File: config.mk
export PLATFORM = sky130hd
export DESIGN_NAME = pred_wb_regstore
export DESIGN_NICKNAME = d
export VERILOG_FILES = /design/src/rtl/pwb_pkg.sv /design/src/rtl/pwb_busy_track.sv /design/src/rtl/pwb_elem_store.sv /design/src/rtl/pwb_read_port.sv /design/src/rtl/pred_wb_regstore.sv
export SDC_FILE = /design/constraint.sdc
export NUM_CORES = 2
export LEC_CHECK = 0
export ABC_AREA = 1
export BUFFER_PORTS_ARGS = -buffer_cell sky130_fd_sc_hd__buf_2
export CORE_ASPECT_RATIO = 1.75
export CORE_MARGIN = 4
export CORE_UTILIZATION = 25
export CTS_CLUSTER_SIZE = 24
export DETAILED_ROUTE_END_ITERATION = 8
export PLACE_DENSITY = 0.49
export SLEW_MARGIN = 40
export SYNTH_ARGS = -nofsm -noshare
export SYNTH_HDL_FRONTEND = slang
export SYNTH_SLANG_ARGS = --single-unit
File: constraint.sdc
create_clock -name clk -period 1.4 [get_ports clk]
set_input_delay 0.07 -clock clk [delete_from_list [all_inputs] [get_ports clk]]
set_output_delay 0.07 -clock clk [all_outputs]
set_load 0.01 [all_outputs]
File: src/rtl/pwb_pkg.sv
package pwb_pkg;

  typedef enum logic [1:0] {
    ACT_NONE  = 2'd0,
    ACT_WRITE = 2'd1,
    ACT_ZERO  = 2'd2
  } elem_act_e;

  // Decide what one returning element does to its register.
  function automatic elem_act_e decide_action(input logic pred_bit,
                                              input logic any_pred,
                                              input logic zmode,
                                              input logic is_r0);
    if (is_r0 || !any_pred) return ACT_NONE;
    if (pred_bit)           return ACT_WRITE;
    if (zmode)              return ACT_ZERO;
    return ACT_NONE;
  endfunction

endpackage

File: src/rtl/pwb_busy_track.sv
module pwb_busy_track #(
  parameter int NUM_REGS = 32,
  parameter int VLEN_MAX = 8,
  parameter int ADDR_W   = $clog2(NUM_REGS),
  parameter int LEN_W    = $clog2(VLEN_MAX + 1)
) (
  input  logic                clk,
  input  logic                rst_n,
  input  logic                iss_valid,
  input  logic [ADDR_W-1:0]   iss_base,
  input  logic [LEN_W-1:0]    iss_len,
  input  logic [VLEN_MAX-1:0] iss_mask,
  input  logic [NUM_REGS-1:0] clr_vec,
  output logic [NUM_REGS-1:0] set_vec,
  output logic [NUM_REGS-1:0] busy_q
);

  // Registers touched by an issue: only live, in-length elements; r0 never.
  function automatic logic [NUM_REGS-1:0] issue_targets(
      input logic [ADDR_W-1:0] base, input logic [LEN_W-1:0] len,
      input logic [VLEN_MAX-1:0] mask);
    logic [NUM_REGS-1:0] r;
    r = '0;
    for (int i = 0; i < VLEN_MAX; i++) begin
      if (i < int'(len) && mask[i]) r[(int'(base) + i) % NUM_REGS] = 1'b1;
    end
    r[0] = 1'b0;
    return r;
  endfunction

  assign set_vec = iss_valid ? issue_targets(iss_base, iss_len, iss_mask) : '0;

  // A new issue wins over a completing write-back on the same register.
  always_ff @(posedge clk or negedge rst_n) begin
    if (!rst_n) busy_q <= '0;
    else        busy_q <= (busy_q & ~clr_vec) | set_vec;
  end

endmodule

File: src/rtl/pwb_elem_store.sv
module pwb_elem_store
  import pwb_pkg::*;
#(
  parameter int NUM_REGS = 32,
  parameter int DATA_W   = 32,
  parameter int ADDR_W   = $clog2(NUM_REGS)
) (
  input  logic                       clk,
  input  logic                       rst_n,
  input  elem_act_e                  act,
  input  logic [ADDR_W-1:0]          wr_reg,
  input  logic [DATA_W-1:0]          wr_data,
  output logic [NUM_REGS*DATA_W-1:0] data_flat,
  output logic [NUM_REGS-1:0]        zflag_q
);

  logic [DATA_W-1:0] mem_q [NUM_REGS];

  generate
    for (genvar g = 0; g < NUM_REGS; g++) begin : g_reg
      logic hit;
      assign hit = (wr_reg == ADDR_W'(g));
      always_ff @(posedge clk or negedge rst_n) begin
        if (!rst_n) begin
          mem_q[g]   <= '0;
          zflag_q[g] <= 1'b0;
        end else if (hit) begin
          if (act == ACT_WRITE) begin
            mem_q[g]   <= wr_data;
            zflag_q[g] <= 1'b0;
          end else if (act == ACT_ZERO) begin
            zflag_q[g] <= 1'b1;   // storage keeps its old value
          end
        end
      end
      assign data_flat[g*DATA_W +: DATA_W] = mem_q[g];
    end
  endgenerate

endmodule

File: src/rtl/pwb_read_port.sv
module pwb_read_port #(
  parameter int NUM_REGS = 32,
  parameter int DATA_W   = 32,
  parameter int ADDR_W   = $clog2(NUM_REGS)
) (
  input  logic [ADDR_W-1:0]          addr,
  input  logic [NUM_REGS*DATA_W-1:0] data_flat,
  input  logic [NUM_REGS-1:0]        zflag,
  output logic [DATA_W-1:0]          rd_data
);

  function automatic logic [DATA_W-1:0] fetch(
      input logic [ADDR_W-1:0] a, input logic [NUM_REGS*DATA_W-1:0] flat,
      input logic [NUM_REGS-1:0] zf);
    if (a == '0 || zf[a]) return '0;
    return flat[int'(a)*DATA_W +: DATA_W];
  endfunction

  assign rd_data = fetch(addr, data_flat, zflag);

endmodule

File: src/rtl/pred_wb_regstore.sv
module pred_wb_regstore
  import pwb_pkg::*;
#(
  parameter int NUM_REGS = 32,
  parameter int DATA_W   = 32,
  parameter int VLEN_MAX = 8,
  localparam int ADDR_W  = $clog2(NUM_REGS),
  localparam int LEN_W   = $clog2(VLEN_MAX + 1),
  localparam int IDX_W   = $clog2(VLEN_MAX),
  localparam int NRD     = 3
) (
  input  logic                clk,
  input  logic                rst_n,
  input  logic                iss_valid,
  input  logic [ADDR_W-1:0]   iss_base,
  input  logic [LEN_W-1:0]    iss_len,
  input  logic [VLEN_MAX-1:0] iss_mask,
  input  logic                wb_valid,
  input  logic [ADDR_W-1:0]   wb_reg,
  input  logic [IDX_W-1:0]    wb_idx,
  input  logic [VLEN_MAX-1:0] wb_mask,
  input  logic                wb_zmode,
  input  logic [DATA_W-1:0]   wb_data,
  input  logic [ADDR_W-1:0]   rd_addr_a,
  input  logic [ADDR_W-1:0]   rd_addr_b,
  input  logic [ADDR_W-1:0]   rd_addr_c,
  output logic [DATA_W-1:0]   rd_data_a,
  output logic [DATA_W-1:0]   rd_data_b,
  output logic [DATA_W-1:0]   rd_data_c
  ,output logic [NUM_REGS-1:0] busy
);

  // Named internal events, observed by the bound checker.
  elem_act_e             act;
  logic                  wr_fire;
  logic                  zero_fire;
  logic [NUM_REGS-1:0]   clr_vec;
  logic [NUM_REGS-1:0]   set_vec;
  logic [NUM_REGS-1:0]   zflag_q;
  logic [NUM_REGS*DATA_W-1:0] data_flat;

  assign act = wb_valid ? decide_action(wb_mask[wb_idx], |wb_mask, wb_zmode,
                                        wb_reg == '0)
                        : ACT_NONE;
  assign wr_fire   = (act == ACT_WRITE);
  assign zero_fire = (act == ACT_ZERO);
  assign clr_vec   = wr_fire ? (NUM_REGS'(1) << wb_reg) : '0;

  pwb_busy_track #(.NUM_REGS(NUM_REGS), .VLEN_MAX(VLEN_MAX),
                   .ADDR_W(ADDR_W), .LEN_W(LEN_W)) i_busy (
    .clk(clk), .rst_n(rst_n), .iss_valid(iss_valid), .iss_base(iss_base),
    .iss_len(iss_len), .iss_mask(iss_mask), .clr_vec(clr_vec),
    .set_vec(set_vec), .busy_q(busy)
  );

  pwb_elem_store #(.NUM_REGS(NUM_REGS), .DATA_W(DATA_W), .ADDR_W(ADDR_W)) i_store (
    .clk(clk), .rst_n(rst_n), .act(act), .wr_reg(wb_reg), .wr_data(wb_data),
    .data_flat(data_flat), .zflag_q(zflag_q)
  );

  logic [ADDR_W-1:0] rd_addr [NRD];
  logic [DATA_W-1:0] rd_data [NRD];
  assign rd_addr[0] = rd_addr_a;
  assign rd_addr[1] = rd_addr_b;
  assign rd_addr[2] = rd_addr_c;

  generate
    for (genvar p = 0; p < NRD; p++) begin : g_rd
      pwb_read_port #(.NUM_REGS(NUM_REGS), .DATA_W(DATA_W), .ADDR_W(ADDR_W)) i_rd (
        .addr(rd_addr[p]), .data_flat(data_flat), .zflag(zflag_q),
        .rd_data(rd_data[p])
      );
    end
  endgenerate

  assign rd_data_a = rd_data[0];
  assign rd_data_b = rd_data[1];
  assign rd_data_c = rd_data[2];

endmodule

-- Word level (Yosys, flattened, before mapping)
Cells that the tools add are included.
- output and inout bits: 128
- flip-flop bits (word level): 1088
- mux-type cells: 58
- shift-type cells: 4
- reduce and logical (&&, ||, !) cells: 98
- equality and inequality tests: 33
- add/sub/neg operators: 7
- bitwise operators: 17
- $lt $le $gt $ge: 28
- operator list (cell ; count):
    variable part select 1024 x 11 -> 32 bit ; 3
    2-to-1 mux 32 bit ; 16
    bitwise OR 32 bit ; 8
    AND reduction 2 bit ; 64
    == test 5 bit (second input constant) ; 16
    less-than comparator 6 x 7 -> 1 bit (second input constant) ; 7
    >= comparator 6 x 1 -> 1 bit (second input constant) ; 7
    demux 1 bit (select 5 bit) ; 8
    == test 5 x 4 -> 1 bit (second input constant) ; 8
    OR reduction 5 bit ; 7
    AND 32 bit ; 1
    NOT 32 bit ; 1
    left shift 1 x 5 -> 32 bit (first input constant) ; 1
    less-than comparator 5 x 6 -> 1 bit (second input constant) ; 4
    2-to-1 mux 1 bit ; 23
    adder 5 x 3 -> 5 bit (second input constant) ; 4
    == test 5 x 3 -> 1 bit (second input constant) ; 4
    zero test 5 bit ; 4
    logical AND 1 bit ; 16
    less-than comparator 3 x 4 -> 1 bit (first input constant) ; 4
    binary-select mux 1 bit (select 5 bit) ; 3
    2-to-1 mux 2 bit ; 7
    adder 5 x 2 -> 5 bit (second input constant) ; 2
    == test 5 x 2 -> 1 bit (second input constant) ; 2
    other kinds (14) ; 25

-- Logic depth before layout (Yosys ltp)
- word-level depth: 23
- mapped depth: 17

-- Hierarchy
From an unflattened synthesis, not the netlist that was laid out.
- cells, all modules: 13578
- area, all modules: 81754.7 µm²
- modules (own cells, without submodules) (module ; seq. area each (µm²) ; times used ; cells an instance ; area each (µm²)):
    pwb_elem_store ; 26425.3 ; 1 ; 4875 ; 43681.9
    pwb_read_port ; 0.0 ; 3 ; 2610 ; 11129.4
    pwb_busy_track ; 800.8 ; 1 ; 748 ; 3880.0
    pred_wb_regstore ; 0.0 ; 1 ; 125 ; 804.5

-- Worst setup path before layout
Ideal clock, no wire load.
- path type: input to register
- start: input port wb_idx[0]
- end: register i_store.mem_q, in the netlist i_store.data_flat[642]
- setup time: 0.133 ns
- arrival: 1.856 ns
- data required time: 1.267 ns
- path slack: -0.590 ns
- cell stages on the path: 12
- path through: inv_1 o21ai_0 o22ai_1 o21ai_0 nand4_1 ha_1 buf_2 buf_2 nand3_1 clkbuf_1 clkbuf_1 o21ai_0
- cells in the longest elaborated chain, start to end: 10
- elaborated cells on any way between the ends: 12
- classes of those cells: eq/ne (1); mux (10); reduce/logical (1)
- RTL lines (element ; line ; text):
    from (decl) ; pred_wb_regstore.sv:20 ; input logic [IDX_W-1:0] wb_idx,
    binary-select mux 1 bit (select 3 bit) * ; pred_wb_regstore.sv:42 ; assign act = wb_valid ? decide_action(wb_mask[wb_idx], |wb_mask, wb_zmode,
    2-to-1 mux 1 bit (not written as such) * ; pred_wb_regstore.sv:42 ;
    2-to-1 mux 2 bit ; pwb_pkg.sv:15 ; if (pred_bit) return ACT_WRITE;
    2-to-1 mux 2 bit ; pwb_pkg.sv:16 ; if (zmode) return ACT_ZERO;
    2-to-1 mux 2 bit ; pwb_pkg.sv:17 ; return ACT_NONE;
    2-to-1 mux 2 bit * ; pwb_pkg.sv:16 ;
    2-to-1 mux 2 bit * ; pwb_pkg.sv:15 ;
    2-to-1 mux 2 bit * ; pred_wb_regstore.sv:42 ;
    == test 2 x 1 -> 1 bit * ; pwb_elem_store.sv:28 ; if (act == ACT_WRITE) begin
    AND reduction 2 bit (no source line) * ; -- ;
    to (signal, indexed assignment) ; pwb_elem_store.sv:29 ; mem_q[g] <= wr_data;
    to (decl) ; pwb_elem_store.sv:17 ; logic [DATA_W-1:0] mem_q [NUM_REGS];
Mark *: on every way between the ends. The rest lies on a longest branch, timed or not. The select of a mux whose other input is x is not followed.
A chain may end at the register's enable or synchronous reset.

-- Worst setup path in the final report
- start: register i_store.zflag_q[11]
- end: output port rd_data_a[15]
- cells in the longest elaborated chain, start to end: 5
- RTL lines (element ; line ; text):
    from (decl) ; pwb_elem_store.sv:14 ; output logic [NUM_REGS-1:0] zflag_q
    from (signal, indexed assignment) ; pwb_elem_store.sv:26 ; zflag_q[g] <= 1'b0;
    from (signal, indexed assignment) ; pwb_elem_store.sv:30 ; zflag_q[g] <= 1'b0;
    from (signal, indexed assignment) ; pwb_elem_store.sv:32 ; zflag_q[g] <= 1'b1;
    binary-select mux 1 bit (select 5 bit) ; pwb_read_port.sv:15 ; if (a == '0 || zf[a]) return '0;
    2-to-1 mux 1 bit (not written as such) ; pwb_read_port.sv:15 ;
    logical OR 1 bit ; pwb_read_port.sv:15 ;
    2-to-1 mux 1 bit ; pwb_read_port.sv:15 ;
    2-to-1 mux 32 bit ; pwb_read_port.sv:16 ; return flat[int'(a)*DATA_W +: DATA_W];
    to (decl) ; pred_wb_regstore.sv:27 ; output logic [DATA_W-1:0] rd_data_a,
No other way between the ends. The select of a mux whose other input is x is not followed.

==> flow_metrics.py <==
metrics = {
    "run_status": {
        "status": "finished with violations",
        "violations": "negative setup slack",
    },
    "layout": {
        "final_cells": 15900,
        "fin_util": 0.345,
        "drive_above_1_share": 0.218,
        "synthToLayoutAreaGrowth_pct": 37.5,
        "n_fill_cell": 31200,
        "layout_common_cells": "nand2_1 (2832), o21ai_0 (1788), buf_4 (1234), a21oi_1 (1218), dfrtp_1 (1083)",
        "multi_input_area_um2": 40300,
        "final_nets": 12100,
        "layout_commonest_cell": "nand2_1",
        "seq_area_um2": 27200,
    },
    "route": {
        "drt-total-wl_mm": 421,
        "drt_iter0_drc": 8301,
        "ant_nets": 0,
        "via_per_inst": 5.28,
        "wl_per_cell_um": 26.6,
        "drtPass1Iterations": 8,
        "via_count": 83800,
        "drc": 0,
    },
    "global_routing": {
        "grt_pass1_vias": 79700,
        "grt_pass1_wl_mm": 576,
        "grt-ovfl-total": 0,
        "track_usage": 0.265,
        "grt_max_degree": 89,
        "antenna_found_initial": 11,
    },
    "synth": {
        "syn_area_per_cell_um2": 6.58,
        "synth_compound_area_frac": 0.273,
        "synth_mux_area_frac": 0,
        "synthArstFlopShare": 1.00,
        "syn_nets": 11000,
        "synth_xor_area_frac": 0.000715,
        "synthesis.area_um2": 71800,
        "synth-seq-area-share": 0.379,
        "yosysWarnings": 0,
        "synth_edf_count": 0,
        "synthAdderAreaFrac": 0.00139,
        "synth_top_family_by_area": "compound AO/OA/AOI/OAI gates",
        "synthCells": 10900,
        "ys_seq_elements": 1087,
        "yosys.area_share.simple": 0.249,
        "synthFlopType": "dfrtp_1",
        "synth.distinct_cells": 45,
    },
    "timing": {
        "setup_violations": 678,
        "min_period_ps": 2890,
        "setup_ws_ps": -1490,
        "finalHoldViolCount": 0,
        "clock.fmax_mhz": 346,
        "drv_slew": 0,
        "holdWs_ps": 27.6,
        "rsz0062_at_grt": "yes",
        "final.setup_skew_ps": 0,
        "post-route-period-util": 2.07,
        "relSlewSlack": 0.582,
        "worst_pin_slew_ps": 627,
    },
    "floorplan": {
        "die_x_um": 413,
        "io_pins": 213,
        "dieArea_um2": 296000,
        "die_y_um": 717,
        "rows": 260,
        "coreArea_um2": 286000,
        "initial_core_util": 0.251,
    },
    "worst_setup_path": {
        "crit_slowest_cell": "dfrtp_1",
        "crit_fanout": 6,
        "path_cells": "buf_6 -> o211ai_1 -> nand3_2 -> nand3_4 -> nand4_1 -> nand2_4 -> buf_6 -> inv_6 -> buf_16 -> buf_12 -> nor2_4 -> buf_6",
        "cp_data_required_time_ps": 1330,
        "worst-path-buf-inv": 6,
        "start_kind": "flip-flop",
        "critPathTopFamily": "simple AND/OR/NAND/NOR gates",
        "cp-end-kind": "output pin",
        "crit_type": "reg -> out",
        "worstPathArrival_ps": 2820,
        "critPathMostFrequentCell": "buf_6",
        "slowest_delay_ps": 400,
    },
    "clocking": {
        "numCtsBuffers": 108,
        "ctsHtreeMaxLevel": 3,
        "cts-root-buf": "clkbuf_16",
        "clkSlewWorstSetupHoldPaths_ps": 70,
        "cts_buffer_depth": 3,
        "insertion_delay_ps": 740,
        "cts_tree": "yes",
        "cts_sinks": 1087,
    },
    "pwr": {
        "peakVddDrop_v": 0.000949,
        "power_leakage_nw": 44.0,
        "powerDensity_nw_per_um2": 1090,
        "p_total_mw": 107,
    },
    "placed_design": {
        "place_congestion": 0.937,
        "dp_hpwl_mm": 277,
        "numPortBuffers": 212,
        "dp.cells": 15500,
    },
    "job": {
        "drv_cap": 0,
    },
    "min_path": {
        "min_path_type": "in -> async",
    },
}
[cell families after synthesis]
family / after synthesis
compound gates: 3783
xor+xnor: 5
fa+ha+maj: 8
buf+inv: 1573
flops: 1087
simple gates: 4459
[layout make-up]
type,instances,share of cell area
Clock buffer,151,0.0315
Timing Repair inverter,1,0.000203
Multi-Input combinational cell,8255,0.408
Sequential cell,1087,0.276
Antenna cell,5,0.000127
Tap cell,3799,0.0482
Inverter,566,0.0229
Clock inverter,52,0.00683
Timing Repair Buffer,1941,0.206
[power breakdown]
part | internal [mW] | leakage, nW | switching, mW | total [mW]
Clock | 18.0 | 1.83 | 14.8 | 32.7
Combinational | 14.2 | 27.7 | 19.2 | 33.4
Sequential | 36.5 | 14.4 | 4.48 | 40.9
[worst min-delay path: stages]
cell and delay, ps:
dlygate4sd3_1 580, buf_12 210, buf_12 220
[synthesized netlist by cell type, drive strengths merged, types with 2 or more instances]
master	instances	area, um2
nor3	10	50.1
a22o	2	17.5
a31oi	149	932
ha	8	100
nor4	2	12.5
buf	533	3050
nand3	765	3830
clkinv	5	18.8
nor2	574	2170
dfrtp	1087	27200
inv	561	2110
a21oi	1225	6130
clkbuf	474	1780
a22oi	60	450
a21boi	2	15.0
nand4	21	131
o21ai	2227	11100
o22ai	7	43.8
o211ai	95	713
o311ai	2	17.5
xor2	5	51.3
o21bai	10	75.1
or2	32	200
nand2	3053	11500
[state kept, by name, summed over array words and instances, names as in the netlist]
register           count
i_busy.busy_q         32
i_store.zflag_q       31
i_store.data_flat   1024
[path summary, 6_finish.rpt]
| check | start | end | slack (ps) | cells after the start |
|---|---|---|---|---|
| max in group asynchronous | rst_n | i_store.data_flat[292] | 260 | 5 |
| max reg2reg | i_store.data_flat[47] | i_store.data_flat[47] | 490 | 4 |
| min | rst_n | i_store.data_flat[209] | 30 | 3 |
| min in group clk | wb_zmode | i_store.zflag_q[21] | 30 | 5 |
| min reg2reg | i_store.data_flat[716] | i_store.data_flat[716] | 480 | 2 |
| max | i_store.zflag_q[11] | rd_data_a[15] | -1490 | 12 |
[timing repair]
item,CTS,global route
pin swaps,79,98
hold buffers,42,0
setup endpoints to repair,638,1307
hold endpoints to repair,2126,0
cloned,28,37
buffers inserted,90,51
gates resized for setup,550,616
[routing by layer]
metal  vias to the layer above  track usage  share of wire
li1                      38600            -              -
met1                     39800        0.297           0.35
met2                      3875        0.447           0.46
met3                      1437       0.0340          0.065
met4                         2        0.223           0.12
met5                         -            0       0.000028
[through the flow]
stage	setup WS, ps	TNS (ps)	cell area (um2)
2_1_floorplan	-303	-283930	72400
3_3_place_gp	-1200	-915460	88300
3_5_place_dp	-1190	-930740	88300
4_1_cts	-1520	-303560	95900
5_1_grt	-1590	-286130	98700
6_report	-1490	-240480	98700
Note: power is estimated with default switching activity, not from simulation.
